### config.mk
export PLATFORM = sky130hd
export DESIGN_NAME = fan_pwm
export DESIGN_NICKNAME = d
export VERILOG_FILES = /design/src/rtl/fan_pwm_pkg.sv /design/src/rtl/fan_pwm_regs.sv /design/src/rtl/fan_pwm_chan.sv /design/src/rtl/fan_pwm.sv
export SDC_FILE = /design/constraint.sdc
export NUM_CORES = 1
export LEC_CHECK = 0
export BUFFER_PORTS_ARGS = -buffer_cell sky130_fd_sc_hd__buf_2
export CORE_UTILIZATION = 40
export CTS_BUF_LIST = sky130_fd_sc_hd__clkbuf_8
export DETAILED_ROUTE_END_ITERATION = 7
export GPL_ROUTABILITY_DRIVEN = 0
export PLACE_DENSITY = 0.64
export SYNTH_ARGS = -nofsm -noshare
export SYNTH_HDL_FRONTEND = slang
export SYNTH_SLANG_ARGS = --single-unit
### constraint.sdc
create_clock -name clk -period 1.45 [get_ports clk]
set_input_delay 0.2175 -clock clk [delete_from_list [all_inputs] [get_ports clk]]
set_output_delay 0.2175 -clock clk [all_outputs]
set_load 0.05 [all_outputs]
### src/rtl/fan_pwm_pkg.sv
package fan_pwm_pkg;
    localparam int NCH    = 3;
    localparam int SLOT_W = 6;
    localparam int REG_W  = 8;
    localparam int ADDR_W = 2;
    localparam int CTRL_ADDR = NCH;

    typedef enum logic [1:0] {
        SRC_SBY  = 2'd0,
        SRC_FAST = 2'd1,
        SRC_BOTH = 2'd2
    } src_e;

    // control register bit positions per channel
    function automatic int sel_bit(input int c);
        return (c == NCH - 1) ? 6 : 2 * c;
    endfunction

    function automatic int mul_bit(input int c);
        return (c == NCH - 1) ? 7 : 2 * c + 1;
    endfunction

    function automatic bit has_sby(input int c);
        return c < NCH - 1;
    endfunction

    function automatic int sby_bit(input int c);
        return has_sby(c) ? 4 + c : 0;
    endfunction

    // multiplier wins, then standby pin, then select bit
    function automatic src_e src_of(input int c, input logic [REG_W-1:0] ctl);
        logic mul_v, sel_v, sby_v;
        mul_v = ctl[mul_bit(c)];
        sel_v = ctl[sel_bit(c)];
        sby_v = has_sby(c) ? ctl[sby_bit(c)] : 1'b0;
        if (mul_v)      return SRC_BOTH;
        else if (sby_v) return SRC_SBY;
        else if (sel_v) return SRC_FAST;
        else            return SRC_SBY;
    endfunction
endpackage

### src/rtl/fan_pwm_regs.sv
module fan_pwm_regs
    import fan_pwm_pkg::*;
#(
    parameter logic [REG_W-1:0] CTRL_INIT = 8'h30
) (
    input  logic                             clk,
    input  logic                             rst_n,
    input  logic                             wr_en_i,
    input  logic [ADDR_W-1:0]                addr_i,
    input  logic [REG_W-1:0]                 wdata_i,
    output logic [REG_W-1:0]                 rdata_o,
    output logic [NCH-1:0][SLOT_W:0]         duty_o,
    output logic [REG_W-1:0]                 ctrl_o
);
    typedef struct packed {
        logic [NCH-1:0][REG_W-1:0] duty;
        logic [REG_W-1:0]          ctrl;
    } regs_t;

    regs_t st_d, st_q;

    always_comb begin
        st_d = st_q;
        if (wr_en_i) begin
            if (int'(addr_i) == CTRL_ADDR)
                st_d.ctrl = wdata_i;
            else if (int'(addr_i) < NCH)
                st_d.duty[addr_i] = wdata_i;
        end
    end

    always_ff @(posedge clk) begin
        if (!rst_n) begin
            st_q.duty <= '0;
            st_q.ctrl <= CTRL_INIT;
        end else begin
            st_q <= st_d;
        end
    end

    always_comb begin
        rdata_o = '0;
        if (int'(addr_i) == CTRL_ADDR)
            rdata_o = st_q.ctrl;
        else if (int'(addr_i) < NCH)
            rdata_o = st_q.duty[addr_i];
    end

    for (genvar c = 0; c < NCH; c++) begin : g_out
        assign duty_o[c] = st_q.duty[c][SLOT_W:0];
    end

    assign ctrl_o = st_q.ctrl;
endmodule

### src/rtl/fan_pwm_chan.sv
module fan_pwm_chan
    import fan_pwm_pkg::*;
#(
    parameter src_e SRC_INIT = SRC_SBY
) (
    input  logic              clk,
    input  logic              rst_n,
    input  logic              tick_sby_i,
    input  logic              tick_fast_i,
    input  src_e              src_i,
    input  logic [SLOT_W:0]   duty_i,
    output logic              pwm_o,
    output logic              step_o,
    output logic [SLOT_W-1:0] slot_o,
    output logic [SLOT_W-1:0] lvl_o,
    output logic              frc_o
);
    localparam logic [SLOT_W-1:0] LAST = '1;

    typedef struct packed {
        logic [SLOT_W-1:0] slot;
        logic [SLOT_W-1:0] lvl;
        logic              frc;
        src_e              src;
    } chan_t;

    chan_t st_d, st_q;
    logic  step, wrap;

    always_comb begin
        case (st_q.src)
            SRC_SBY:  step = tick_sby_i;
            SRC_FAST: step = tick_fast_i;
            SRC_BOTH: step = tick_sby_i | tick_fast_i;
            default:  step = 1'b0;
        endcase
        wrap = step && (st_q.slot == LAST);

        st_d = st_q;
        if (step)
            st_d.slot = st_q.slot + 1'b1;
        if (wrap) begin
            st_d.lvl = duty_i[SLOT_W:1];
            st_d.frc = duty_i[0];
            st_d.src = src_i;
        end
    end

    always_ff @(posedge clk) begin
        if (!rst_n) begin
            st_q.slot <= '0;
            st_q.lvl  <= '0;
            st_q.frc  <= 1'b0;
            st_q.src  <= SRC_INIT;
        end else begin
            st_q <= st_d;
        end
    end

    assign pwm_o  = st_q.frc | (st_q.slot < st_q.lvl);
    assign step_o = step;
    assign slot_o = st_q.slot;
    assign lvl_o  = st_q.lvl;
    assign frc_o  = st_q.frc;
endmodule

### src/rtl/fan_pwm.sv
module fan_pwm
    import fan_pwm_pkg::*;
#(
    parameter logic [REG_W-1:0] CTRL_RST = 8'h30
) (
    input  logic              clk,
    input  logic              rst_n,
    input  logic              tick_sby_i,
    input  logic              tick_fast_i,
    input  logic              wr_en_i,
    input  logic [ADDR_W-1:0] addr_i,
    input  logic [REG_W-1:0]  wdata_i,
    output logic [REG_W-1:0]  rdata_o,
    output logic [NCH-1:0]    pwm_o
);
    logic [NCH-1:0][SLOT_W:0]   duty_w;
    logic [REG_W-1:0]           ctrl_w;
    logic [NCH-1:0]             step_w;
    logic [NCH-1:0]             frc_w;
    logic [NCH-1:0][SLOT_W-1:0] slot_w;
    logic [NCH-1:0][SLOT_W-1:0] lvl_w;

    fan_pwm_regs #(
        .CTRL_INIT (CTRL_RST)
    ) u_regs (
        .clk     (clk),
        .rst_n   (rst_n),
        .wr_en_i (wr_en_i),
        .addr_i  (addr_i),
        .wdata_i (wdata_i),
        .rdata_o (rdata_o),
        .duty_o  (duty_w),
        .ctrl_o  (ctrl_w)
    );

    for (genvar c = 0; c < NCH; c++) begin : g_ch
        src_e src_c;
        assign src_c = src_of(c, ctrl_w);

        fan_pwm_chan #(
            .SRC_INIT (src_of(c, CTRL_RST))
        ) u_ch (
            .clk         (clk),
            .rst_n       (rst_n),
            .tick_sby_i  (tick_sby_i),
            .tick_fast_i (tick_fast_i),
            .src_i       (src_c),
            .duty_i      (duty_w[c]),
            .pwm_o       (pwm_o[c]),
            .step_o      (step_w[c]),
            .slot_o      (slot_w[c]),
            .lvl_o       (lvl_w[c]),
            .frc_o       (frc_w[c])
        );
    end
endmodule

Yosys cells after proc, flatten, opt, wreduce, memory -nomap -nowiden. Cells that the tools add are included.

Bits in read-only memories: 0. Memories: 0. Bits in latches: 0. Memory bits (writable): 0. Word-level logic and storage cells: 67. Register bits: 77.

Multiply operators: 0. Multiplexer cells: 18. Eq/ne operators: 10. Add/subtract/negate cells: 3. $lt $le $gt $ge: 6. Bitwise gates (word level): 5. Shift operators: 0. Reductions and logical operators: 9. Div/mod/pow operators: 0.

Operators by type and width (number): $mux W8 (4); $bwmux W24 (1); $add A6 B1 Y6 const B (3); $eq A6 B6 Y1 const B (3); $lt A6 B6 Y1 (3); $bmux W8 S2 (1); $demux W8 S2 (1); $pmux W1 S3 (3); $eq A2 B1 Y1 const B (4); $eq A2 B2 Y1 const B (3); $logic_not A2 Y1 (3); $mux W2 (3); $mux W1 (5); $logic_and A1 B1 Y1 (4); $or A1 B1 Y1 (4); $lt A2 B3 Y1 const B (1); $reduce_and A3 Y1 (1); $ge A2 B1 Y1 const B (1); $lt A2 B2 Y1 const B (1); $reduce_and A2 Y1 (1); $not A1 Y1 (1).

Depth between registers and ports, before layout.
Depth after elaboration: 5. Mapped depth: 7. Mapped depth without buffers: 6.

Modules after synthesis. A second synthesis with hierarchy kept.

Cell total of the unflattened synthesis: 465. Area, all modules: 4395.5 µm².

Modules (own cells, without submodules): fan_pwm_chan (area an instance 898.4 µm², instances 3, cells an instance 101); fan_pwm_regs (area an instance 1669.1 µm², instances 1, cells an instance 159); fan_pwm (area an instance 31.3 µm², instances 1, cells an instance 3).

Least setup slack after synthesis. No wires, ideal clock.

Path kind: register to output. Start point: reg g_ch[0].u_ch.st_q, in the netlist g_ch[0].u_ch.lvl_o[4]. End point: out pwm_o[0]. Cell stages (with the launch flop): 8. Setup slack: -153 ps. Arrival time: 1386 ps. Buffers on the path: 1. Path through: dfxtp_1 inv_1 ha_1 a21o_1 a21oi_1 o21ai_0 o21ai_0 buf_4.

Longest elaborated chain between the ends: 2.

RTL lines: from (decl) (line fan_pwm_chan.sv:27) `chan_t st_d, st_q;`; from (signal assigned) (line fan_pwm_chan.sv:56) `st_q <= st_d;`; $lt A6 B6 Y1 (line fan_pwm_chan.sv:60) `assign pwm_o = st_q.frc | (st_q.slot < st_q.lvl);`; $or A1 B1 Y1 (line fan_pwm_chan.sv:60); to (decl) (line fan_pwm.sv:14) `output logic [NCH-1:0] pwm_o`.

Every way passes these cells.

Worst setup path after layout. Same ends and word-level chain as after synthesis.

==> results.yml <==
status:
  status: "finished, violations left"
  violations: "negative setup slack"
detailed_routing:
  wl_um: 8570
  drc_errors: 0
  wl_per_cell_um: 14.0
  drtPass1Iterations: 4
  drt_iter0_drc: 126
  avgViaCountPerCell: 4.94
  postRouteAntennaNets: 0
  num_vias: 3018
final_layout:
  final_common_cell: "nand2_1"
  layout-drive-gt1-share_pct: 36.1
  diodes: 0
  area_growth_pct: 29.2
  layout_common_cells: "nand2_1, buf_4, mux2i_1, dfxtp_2, dfxtp_1"
  stdcell_count: 611
  final_area_mm2: 0.00492
  num-nets-final: 513
global_routing:
  grt_use_met1_pct: 22.4
  grt_pass1_vias: 2952
  use_met3_pct: 4.08
  grt_pass1_wl_um: 13900
  grt_max_degree: 56
  grt_use_met2_pct: 29.9
  antenna_found_initial: 0
  busiest_layer: "met2"
  grt.total_usage_pct: 18.0
  grt-ovfl-total: 0
sta:
  setup_slack_ns: -0.430
  setup_violations: 11
  slew-limit-headroom_pct: 76.2
  finalCritPeriodShare_pct: 130
  fmax_mhz: 532
  fin_worst_skew_ns: 0.00975
  drv_slew: 0
  hold_viol: 0
  rsz0062_at_grt: "yes"
  fin_crit_ns: 1.88
  tns_ns: -2.05
  hold_slack_ns: 0.138
  tightest_slew_ns: 0.357
clock_network:
  htreeDepth: 3
  clockRootBuffer: "clkbuf_8"
  clock_path_buffers: 2
  cts_hold_buf: 0
  clkTransAtPathRegs_ns: 0.08
  cts_sinks: 77
  clk-insertion-delay-late_ns: 0.35
  cts_buffers: 9
  cts_tree: "done"
worst_setup_path:
  r2r-start: "g_ch[2].u_ch.slot_o[1]"
  cp.arrival_ns: 1.66
  reg2reg_depth: 6
  end_kind: "primary output"
  worst-setup-path-type: "reg -> out"
  crit_fanout: 2
  reg2reg_to: "g_ch[2].u_ch.lvl_o[4]"
  critPathLaunchType: "register"
  required_ns: 1.23
  r2r_setup_slack_ns: 0
yosys:
  seq_area_frac_synth_pct: 40.5
  syn_nets: 437
  postSynthCellCount: 404
  synth_warnings: 0
  ys_async_sr_fraction_pct: 0
  synthesis.area_mm2: 0.00381
  synth_top_flop_cell: "dfxtp_1"
  syn_area_per_cell_um2: 9.43
  yosysUniqueCellTypes: 34
  ys_seq_elements: 77
  synth-edff-count: 0
pwr:
  powerDensity_mw_per_mm2: 841
  cellLeakagePower_nw: 1.99
  ir_worst_vdd_mv: 0.559
hold_path:
  min-delay-start: "wdata_i[7]"
  whs_path_depth: 3
  hp-class: "in -> reg"
  holdPathEnd: "u_regs.ctrl_o[7]"
floorplan:
  ioPinCount: 26
  dieArea_mm2: 0.00992
  die_h_um: 99.6
  die_w_um: 99.6
  core_area_mm2: 0.00924
  floorplan.initialDensity_pct: 41.2
  num_rows: 35
placed_design:
  portBuffers: 25
  dp_hpwl_um: 5850
  pre_cts_slack_ns: -0.179
  placed_area_mm2: 0.00428
  dp.cells: 568
job:
  cap_violations: 0
[per-layer routing]
layer  wire length, µm  up-vias
met5                 0        -
met4               169        0
met3               345       12
met2              4000       51
met1              4050     1425
li1                  -     1530
[synth_stat cells (all sizes together) (4+ instances only)]
master | n | area (µm²)
buf | 14 | 88.8
o31ai | 4 | 30.0
dfxtp | 77 | 1540
mux4 | 8 | 180
nand3 | 14 | 70.1
nand2b | 8 | 50.1
nand2 | 74 | 278
a21oi | 12 | 60.1
ha | 18 | 225
a21boi | 12 | 90.1
mux2i | 56 | 561
or3 | 4 | 25.0
clkbuf | 12 | 45.0
and2 | 5 | 31.3
o21ai | 10 | 50.1
nor2b | 27 | 169
inv | 20 | 75.1
[kinds of logic (layout without fill, tap and decap cells)]
kind of cell | count (synthesis) | in the layout | share of synthesized area, %
buffers and inverters | 46 | 124 | 5.49
flip-flops | 77 | 77 | 40.5
adder cells (fa/ha/maj) | 18 | 18 | 5.91
AO/OA/AOI/OAI | 48 | 48 | 8.21
multiplexers | 64 | 64 | 19.4
XOR/XNOR | 5 | 5 | 1.15
AND/OR/NAND/NOR | 146 | 146 | 19.3
[area by class of cell]
type	instances	area (µm²)
clock buffers	10	138
flip-flops and latches	77	1600
inverters	20	75.1
multi-input cells	281	2160
clock inverters	3	16.3
repair buffers	91	768
well taps	129	161
fillers	823	4320
[power by group]
part | total, W | leakage, nW | internal, W | switching, W
Sequential | 0.00221 | 0.643 | 0.00217 | 0.0000410
Clock | 0.00138 | 0.0813 | 0.000631 | 0.000744
Combinational | 0.000554 | 1.27 | 0.000263 | 0.000291
[critical path: stages (launching register included)]
cell     delay [ns]
dfxtp_2        0.34
inv_2          0.04
ha_4           0.21
a21o_1         0.16
a21oi_2        0.15
o21ai_1        0.08
o21ai_1        0.15
buf_6          0.18
[metrics by stage]
step	power, W	utilization [%]
2_1_floorplan	0.00257	-
3_3_place_gp	0.00271	46.3
3_5_place_dp	0.00272	46.3
4_1_cts	0.00416	51.8
5_1_grt	0.00432	53.2
6_report	0.00414	53.2
[worst max-delay path by stage]
stage,start,end,slack [ns],cells after the start
after floorplan,g_ch[0].u_ch.lvl_o[4],pwm_o[0],-0.04,7
after global placement,g_ch[0].u_ch.lvl_o[4],pwm_o[0],-0.13,7
after detailed placement,g_ch[0].u_ch.lvl_o[4],pwm_o[0],-0.18,7
after CTS,g_ch[0].u_ch.slot_o[4],pwm_o[0],-0.48,6
after global routing,g_ch[2].u_ch.lvl_o[4],pwm_o[2],-0.54,7
final,g_ch[0].u_ch.lvl_o[4],pwm_o[0],-0.43,7
[repair_timing]
item | 4_1_cts | 5_1_grt
cloned | 0 | 1
pin swaps | 11 | 13
endpoints found under the setup margin | 20 | 37
setup buffers | 23 | 6
gates resized for setup | 70 | 25
[sequential cells by signal (all words and copies together), names as in the netlist]
register and flops:
g_ch.u_ch.frc_o 3, g_ch.u_ch.lvl_o 18, g_ch.u_ch.slot_o 18, g_ch.u_ch.st_q 6
u_regs.ctrl_o 8, u_regs.duty_o 21, u_regs.st_q 3
(Power assumes the default switching activity.)
